===== src/rtl/wdg_pkg.sv =====
package wdg_pkg;

    localparam int CNT_W        = 12;
    localparam int PRE_CODE_W   = 4;
    localparam int PRE_CODE_MAX = 8;
    localparam int PSC_W        = PRE_CODE_MAX + 3;
    localparam int ADDR_W       = 12;
    localparam int DATA_W       = 32;
    localparam int EW_W         = CNT_W + 1;

    localparam logic [ADDR_W-1:0] OFS_KEY  = 12'h000;
    localparam logic [ADDR_W-1:0] OFS_PRE  = 12'h004;
    localparam logic [ADDR_W-1:0] OFS_RLD  = 12'h008;
    localparam logic [ADDR_W-1:0] OFS_STAT = 12'h00C;
    localparam logic [ADDR_W-1:0] OFS_EWC  = 12'h014;
    localparam logic [ADDR_W-1:0] OFS_VER  = 12'h3F4;

    localparam logic [15:0] KEY_OPEN    = 16'h5555;
    localparam logic [15:0] KEY_START   = 16'hCCCC;
    localparam logic [15:0] KEY_REFRESH = 16'hAAAA;

    localparam int EWC_EN_BIT  = 15;
    localparam int EWC_CLR_BIT = 14;
    localparam int STAT_RUN_BIT = 8;

    typedef struct packed {
        logic start;
        logic refresh;
        logic open;
        logic close;
    } key_act_t;

    typedef struct packed {
        logic             en;
        logic [CNT_W-1:0] cmp;
    } ew_cfg_t;

    function automatic key_act_t decode_key(input logic [15:0] k);
        key_act_t a;
        a.start   = (k == KEY_START);
        a.refresh = (k == KEY_REFRESH);
        a.open    = (k == KEY_OPEN);
        a.close   = !(a.start || a.refresh || a.open);
        return a;
    endfunction

    function automatic logic [PSC_W-1:0] pre_limit(input logic [PRE_CODE_W-1:0] code);
        logic [PRE_CODE_W-1:0] c;
        c = (code > PRE_CODE_W'(PRE_CODE_MAX)) ? PRE_CODE_W'(PRE_CODE_MAX) : code;
        return (PSC_W'(4) << c) - PSC_W'(1);
    endfunction

endpackage


===== src/rtl/wdg_keyctl.sv =====
module wdg_keyctl
    import wdg_pkg::*;
(
    input  logic        clk,
    input  logic        rst,
    input  logic        key_wr,
    input  logic [15:0] key_val,
    output logic        open_q,
    output logic        start_p,
    output logic        refresh_p
);
    key_act_t act;

    always_comb begin
        act       = decode_key(key_val);
        start_p   = key_wr && act.start;
        refresh_p = key_wr && act.refresh;
    end

    always_ff @(posedge clk) begin
        if (rst) begin
            open_q <= 1'b0;
        end else if (key_wr) begin
            if (act.open)
                open_q <= 1'b1;
            else if (act.close)
                open_q <= 1'b0;
        end
    end
endmodule


===== src/rtl/wdg_sync_slot.sv =====
module wdg_sync_slot #(
    parameter int           W          = 12,
    parameter logic [W-1:0] RST_VAL    = '0,
    parameter int           SYNC_TICKS = 3
) (
    input  logic         clk,
    input  logic         rst,
    input  logic         wr_en,
    input  logic [W-1:0] wr_data,
    input  logic         tick,
    output logic [W-1:0] shadow_q,
    output logic [W-1:0] active_q,
    output logic         pend_q
);
    localparam int TW = $clog2(SYNC_TICKS + 1);
    localparam logic [TW-1:0] LAST = TW'(SYNC_TICKS - 1);

    logic [TW-1:0] tcnt_q;

    always_ff @(posedge clk) begin
        if (rst) begin
            shadow_q <= RST_VAL;
            active_q <= RST_VAL;
            pend_q   <= 1'b0;
            tcnt_q   <= '0;
        end else if (wr_en) begin
            shadow_q <= wr_data;
            pend_q   <= 1'b1;
            tcnt_q   <= '0;
        end else if (pend_q && tick) begin
            if (tcnt_q == LAST) begin
                active_q <= shadow_q;
                pend_q   <= 1'b0;
                tcnt_q   <= '0;
            end else begin
                tcnt_q <= tcnt_q + TW'(1);
            end
        end
    end
endmodule


===== src/rtl/wdg_core.sv =====
module wdg_core
    import wdg_pkg::*;
(
    input  logic                  clk,
    input  logic                  rst,
    input  logic                  slow_tick,
    input  logic                  start,
    input  logic                  refresh,
    input  logic [PRE_CODE_W-1:0] pre_code,
    input  logic [CNT_W-1:0]      rld_val,
    input  ew_cfg_t               ew_cfg,
    input  logic                  ew_clr,
    output logic                  running_q,
    output logic                  rst_req_q,
    output logic                  ew_flag_q
);
    logic [PSC_W-1:0] psc_q;
    logic [CNT_W-1:0] cnt_q;
    logic [PSC_W-1:0] lim;
    logic             step;

    always_comb begin
        lim  = pre_limit(pre_code);
        step = running_q && slow_tick && (psc_q >= lim);
    end

    always_ff @(posedge clk) begin
        if (rst) begin
            running_q <= 1'b0;
            rst_req_q <= 1'b0;
            psc_q     <= '0;
            cnt_q     <= '1;
        end else begin
            rst_req_q <= 1'b0;
            if (start)
                running_q <= 1'b1;
            if (start || refresh) begin
                cnt_q <= rld_val;
                psc_q <= '0;
            end else if (running_q && slow_tick) begin
                if (step) begin
                    psc_q <= '0;
                    if (cnt_q == '0) begin
                        cnt_q     <= rld_val;
                        rst_req_q <= 1'b1;
                    end else begin
                        cnt_q <= cnt_q - CNT_W'(1);
                    end
                end else begin
                    psc_q <= psc_q + PSC_W'(1);
                end
            end
        end
    end

    always_ff @(posedge clk) begin
        if (rst)
            ew_flag_q <= 1'b0;
        else if (ew_clr)
            ew_flag_q <= 1'b0;
        else if (running_q && ew_cfg.en && (cnt_q == ew_cfg.cmp))
            ew_flag_q <= 1'b1;
    end
endmodule


===== src/rtl/wdg_top.sv =====
module wdg_top
    import wdg_pkg::*;
#(
    parameter logic [7:0] REVISION   = 8'h31,
    parameter int         SYNC_TICKS = 3
) (
    input  logic              clk,
    input  logic              rst,
    input  logic              bus_sel,
    input  logic              bus_wr,
    input  logic [ADDR_W-1:0] bus_addr,
    input  logic [DATA_W-1:0] bus_wdata,
    output logic [DATA_W-1:0] bus_rdata,
    input  logic              slow_tick,
    output logic              rst_req,
    output logic              ew_irq
);
    logic wr, wr_key, wr_pre_w, wr_rld_w, wr_ewc_w, ew_clr;
    logic open_w, start_p, refresh_p, run_w;
    logic [3:0] pend_w;
    logic [2:0] slot_pend;

    logic [PRE_CODE_W-1:0] pre_sh, pre_act;
    logic [CNT_W-1:0]      rld_sh, rld_act;
    ew_cfg_t               ew_sh, ew_act;
    logic                  unused_bits;

    always_comb begin
        wr       = bus_sel && bus_wr;
        wr_key   = wr && (bus_addr == OFS_KEY);
        wr_pre_w = wr && open_w && (bus_addr == OFS_PRE);
        wr_rld_w = wr && open_w && (bus_addr == OFS_RLD);
        wr_ewc_w = wr && open_w && (bus_addr == OFS_EWC);
        ew_clr   = wr && (bus_addr == OFS_EWC) && bus_wdata[EWC_CLR_BIT];
        pend_w   = {slot_pend[2], 1'b0, slot_pend[1], slot_pend[0]};
    end

    assign unused_bits = ^{bus_wdata[DATA_W-1:16], bus_wdata[13:12]};

    wdg_keyctl u_key (
        .clk       (clk),
        .rst       (rst),
        .key_wr    (wr_key),
        .key_val   (bus_wdata[15:0]),
        .open_q    (open_w),
        .start_p   (start_p),
        .refresh_p (refresh_p)
    );

    wdg_sync_slot #(.W(PRE_CODE_W), .RST_VAL('0), .SYNC_TICKS(SYNC_TICKS)) u_pre (
        .clk (clk), .rst (rst), .wr_en (wr_pre_w),
        .wr_data (bus_wdata[PRE_CODE_W-1:0]), .tick (slow_tick),
        .shadow_q (pre_sh), .active_q (pre_act), .pend_q (slot_pend[0])
    );

    wdg_sync_slot #(.W(CNT_W), .RST_VAL('1), .SYNC_TICKS(SYNC_TICKS)) u_rld (
        .clk (clk), .rst (rst), .wr_en (wr_rld_w),
        .wr_data (bus_wdata[CNT_W-1:0]), .tick (slow_tick),
        .shadow_q (rld_sh), .active_q (rld_act), .pend_q (slot_pend[1])
    );

    wdg_sync_slot #(.W(EW_W), .RST_VAL('0), .SYNC_TICKS(SYNC_TICKS)) u_ewc (
        .clk (clk), .rst (rst), .wr_en (wr_ewc_w),
        .wr_data ({bus_wdata[EWC_EN_BIT], bus_wdata[CNT_W-1:0]}), .tick (slow_tick),
        .shadow_q (ew_sh), .active_q (ew_act), .pend_q (slot_pend[2])
    );

    wdg_core u_core (
        .clk       (clk),
        .rst       (rst),
        .slow_tick (slow_tick),
        .start     (start_p),
        .refresh   (refresh_p),
        .pre_code  (pre_act),
        .rld_val   (rld_act),
        .ew_cfg    (ew_act),
        .ew_clr    (ew_clr),
        .running_q (run_w),
        .rst_req_q (rst_req),
        .ew_flag_q (ew_irq)
    );

    always_comb begin
        bus_rdata = '0;
        case (bus_addr)
            OFS_PRE:  bus_rdata[PRE_CODE_W-1:0] = pre_sh;
            OFS_RLD:  bus_rdata[CNT_W-1:0]      = rld_sh;
            OFS_STAT: begin
                bus_rdata[3:0]          = pend_w;
                bus_rdata[STAT_RUN_BIT] = run_w;
            end
            OFS_EWC: begin
                bus_rdata[EWC_EN_BIT] = ew_sh.en;
                bus_rdata[CNT_W-1:0]  = ew_sh.cmp;
            end
            OFS_VER:  bus_rdata[7:0] = REVISION;
            default:  bus_rdata = '0;
        endcase
    end
endmodule


===== config.mk =====
export PLATFORM = sky130hd
export DESIGN_NAME = wdg_top
export DESIGN_NICKNAME = d
export VERILOG_FILES = /design/src/rtl/wdg_pkg.sv /design/src/rtl/wdg_keyctl.sv /design/src/rtl/wdg_sync_slot.sv /design/src/rtl/wdg_core.sv /design/src/rtl/wdg_top.sv
export SDC_FILE = /design/constraint.sdc
export NUM_CORES = 1
export LEC_CHECK = 0
export ABC_AREA = 1
export BUFFER_PORTS_ARGS = -buffer_cell sky130_fd_sc_hd__buf_2
export CORE_MARGIN = 5
export CORE_UTILIZATION = 34
export DETAILED_ROUTE_END_ITERATION = 6
export GPL_ROUTABILITY_DRIVEN = 0
export HOLD_SLACK_MARGIN = 0.1
export PLACE_DENSITY_LB_ADDON = 0.15
export SYNTH_ARGS = -nofsm -noshare
export SYNTH_HDL_FRONTEND = slang
export SYNTH_SLANG_ARGS = --single-unit

===== constraint.sdc =====
create_clock -name clk -period 2.7 [get_ports clk]
set_clock_uncertainty 0.15 [all_clocks]
set_input_delay 0.135 -clock clk [delete_from_list [all_inputs] [get_ports clk]]
set_output_delay 0.135 -clock clk [all_outputs]
set_load 0.02 [all_outputs]

==> out/summary.txt <==
Status: finished, final reports clean
Clock Root Buffer: clkbuf_16
DR iter-0 viols: 297
Post-route minimum period: 2.46 ns
Critical path launch point type: flop
Post-synth EDFFs: 0
CP Max Fanout: 11
Synth cell count leaders: nand2_1, inv_1, dfxtp_1, nor2_1, nand3_1
LEAKAGE: 0.00305 uW
Post-synthesis sequential area ratio: 34.1%
Post-DR vias/cell: 4.67
Sink Count: 94
Antenna diodes: 0
Sequential Area: 1880 sq um
H-tree Lvls: 3
I/O pins: 83
RR Endpoint: u_core.cnt_q[6]
Vias in the first global route: 4835
Grt total ovfl: 0
Layout area overhead: 15.3%
Hold endpoint: u_core.psc_q[0]
Maximum clock frequency: 407 MHz
Biggest area consumer among synthesized cells: dfxtp_1
Core Region: 15900 sq um
R2R cell count: 16
TritonRoute pass-1 iters: 4
Fill cells: 1759
Net count, final: 962
RSZ-0062 raised after global routing: no
Slew @ Worst Pin: 0.659 ns
Top_reg_cell synth: dfxtp_1
Chip Width: 137 um
Max Transition Viols Final: 0
DRC violations left: 0
Largest net degree at the start of global routing: 30
Global-route wire length before repair: 24.6 mm
Flop pwr share: 49.8%
Initial core utilization: 34.8%
Post-route ant nets: 0
Fraction of layout cells with a size suffix above 1: 12.8%
Crit end category: flop
CTS tree: yes
Die height: 137 um
HPWL after DPL: 11.6 mm
Async set-reset flop share out of synthesis: 0%
Crit path kind: reg -> reg
Final instance area: 6360 sq um
CTS clock-pin slew for the worst setup and hold paths: 0.07 ns
Multi-input gate area: 3040 sq um
Count leader, synth: nand2_1
Comb pwr share: 5.8%
Area contributors post-synth: dfxtp_1, nand2_1, inv_1
Final setup viols: 0
Tightest Hold Check Type: in -> reg
Routed wire length: 15.0 mm
Final core utilization: 40.1%
CP Data Required Time: 2.84 ns
Worst-skew pair later-pin latency: 0.35 ns
Initial antenna violation count: 0
Post-synth cell types: 37
Placed instance area: 5880 sq um
Yosys reg bits: 94
Period utilization: 91.0%
FP Rows: 46
Peak supply drop: 0.000263 V
Hold path start: slow_tick
Internal: 2080 uW
Worst r2r src: u_pre.active_q[0]
Total track usage: 16.5%
WHS Path Cells: 4
Mean Syn Cell Area: 6.56 sq um
Max_slew headroom: 55.9%
Setup slack, reg-to-reg: 0.24 ns
Mapped Cells: 842
CTS Buffer Depth: 2
Arrival time at the worst endpoint: 2.60 ns
Setup TNS after final layout: 0 ns
Sw Share: 25.3%
Synth top area share: 34.1%
Clock network fraction of total power: 44.4%
Yosys warning total: 0
Die area: 18900 sq um
PD cells: 437 nW/um^2
Final hold violation count: 0
IO Port Bufs: 47
Max cap viols: 0
DR WL/cell: 13.4 um
DR vias: 5235
P_sw: 704 uW
Post-synthesis cell area: 5520 sq um
CTS buffer count: 9
==> registers in the layout, indices dropped and copies added (netlist names) <==
name	cells
u_key.open_q	1
u_pre.tcnt_q	2
u_core.psc_q	11
u_ewc.tcnt_q	2
u_rld.tcnt_q	2
u_core.ew_flag_q	1
u_ewc.active_q	13
u_rld.active_q	12
u_core.cnt_q	12
u_rld.pend_q	1
u_pre.active_q	4
u_rld.shadow_q	12
u_core.rst_req_q	1
u_core.running_q	1
u_ewc.shadow_q	13
u_pre.shadow_q	4
u_pre.pend_q	1
u_ewc.pend_q	1
==> per-stage QoR <==
stage | hold slack (ns) | std cells | power, uW | setup slack [ns]
floorplan | 0.135 | 860 | 1520 | 0.374
global placement | 0.291 | 1088 | 1560 | 0.130
detailed placement | 0.303 | 1088 | 1560 | 0.160
CTS | 0.117 | 1121 | 2820 | 0.133
global route | 0.133 | 1121 | 2880 | 0.00574
finish | 0.115 | 1121 | 2780 | 0.244
==> routing by layer <==
layer  wire [um]  share of wire [%]  GRT usage, %
met1        7340                 49          22.3
met2        6940                 46          27.0
met3         456                3.0          2.01
met4         259                1.7          5.65
met5           0                  0             0
==> layout make-up <==
class	instances	share of cell area (%)
clock buffers	10	3.60
repair buffers	73	7.49
clock inverters	6	0.826
multi-input cells	612	47.7
inverters	110	6.51
flip-flops and latches	94	29.6
well taps	216	4.25
==> power groups by stage <==
stage	logic, uW	registers, uW	clock network, uW
global placement	144	1420	0
finish	162	1390	1230
floorplan	106	1420	0
global route	180	1380	1310
detailed placement	144	1420	0
CTS	161	1380	1270
==> repair_timing <==
| action | 4_1_cts | 5_1_grt |
|---|---|---|
| endpoints found under the setup margin | 0 | 15 |
| resized for setup | 0 | 8 |
| hold buffers | 17 | 0 |
| endpoints found under the hold margin | 32 | 0 |
| setup buffers | 0 | 0 |
==> cell families after synthesis <==
logic type | count (synthesis) | share of synthesized area (%)
and+or+nand+nor | 443 | 35.1
DFF | 94 | 34.1
AOI/OAI and AO/OA | 119 | 12.5
adders and majority gates | 13 | 2.95
buffers and inverters | 154 | 12.5
xor gates and xnor gates | 17 | 2.70
other | 2 | 0.136
==> worst max-delay path, cell delays in order (launching register included) <==
cell	delay [ns]
dfxtp_1	0.42
nor2_2	0.07
nand2_1	0.08
ha_1	0.18
nand3_1	0.10
xnor2_1	0.13
ha_1	0.30
nand2_1	0.07
nand2_1	0.04
a21oi_1	0.12
nand4_1	0.14
nand2_2	0.18
buf_6	0.17
nand3_1	0.07
nand2_1	0.09
inv_1	0.04
nand2_1	0.04
==> cell usage in the layout, fill, tap and decap left out, drive strengths merged, types with 3 or more instances in the layout <==
master | netlist | layout
nand2 | 245 | 245
inv | 108 | 111
dfxtp | 94 | 94
nor2 | 89 | 89
nand3 | 65 | 65
buf | 33 | 56
a21oi | 46 | 46
o21ai | 41 | 41
o211ai | 25 | 25
nor3 | 22 | 22
conb | 2 | 20
dlygate4sd3 | 0 | 17
nand4 | 15 | 15
ha | 13 | 13
clkbuf | 11 | 10
xnor2 | 9 | 9
xor2 | 8 | 8
o22ai | 4 | 4
nor4 | 4 | 4
clkinv | 2 | 3
==> how the worst max path moves through the flow <==
stage | from | end | slack [ns]
6_report | u_pre.active_q[0] | u_core.cnt_q[6] | 0.24
3_5_place_dp | u_pre.active_q[2] | u_core.cnt_q[11] | 0.16
5_1_grt | u_pre.active_q[0] | u_core.cnt_q[6] | 0.006
3_3_place_gp | u_pre.active_q[2] | u_core.cnt_q[11] | 0.13
2_1_floorplan | u_pre.active_q[2] | u_core.cnt_q[0] | 0.37
4_1_cts | u_pre.active_q[2] | u_core.cnt_q[11] | 0.13
Note: power is estimated with default switching activity, not from simulation.
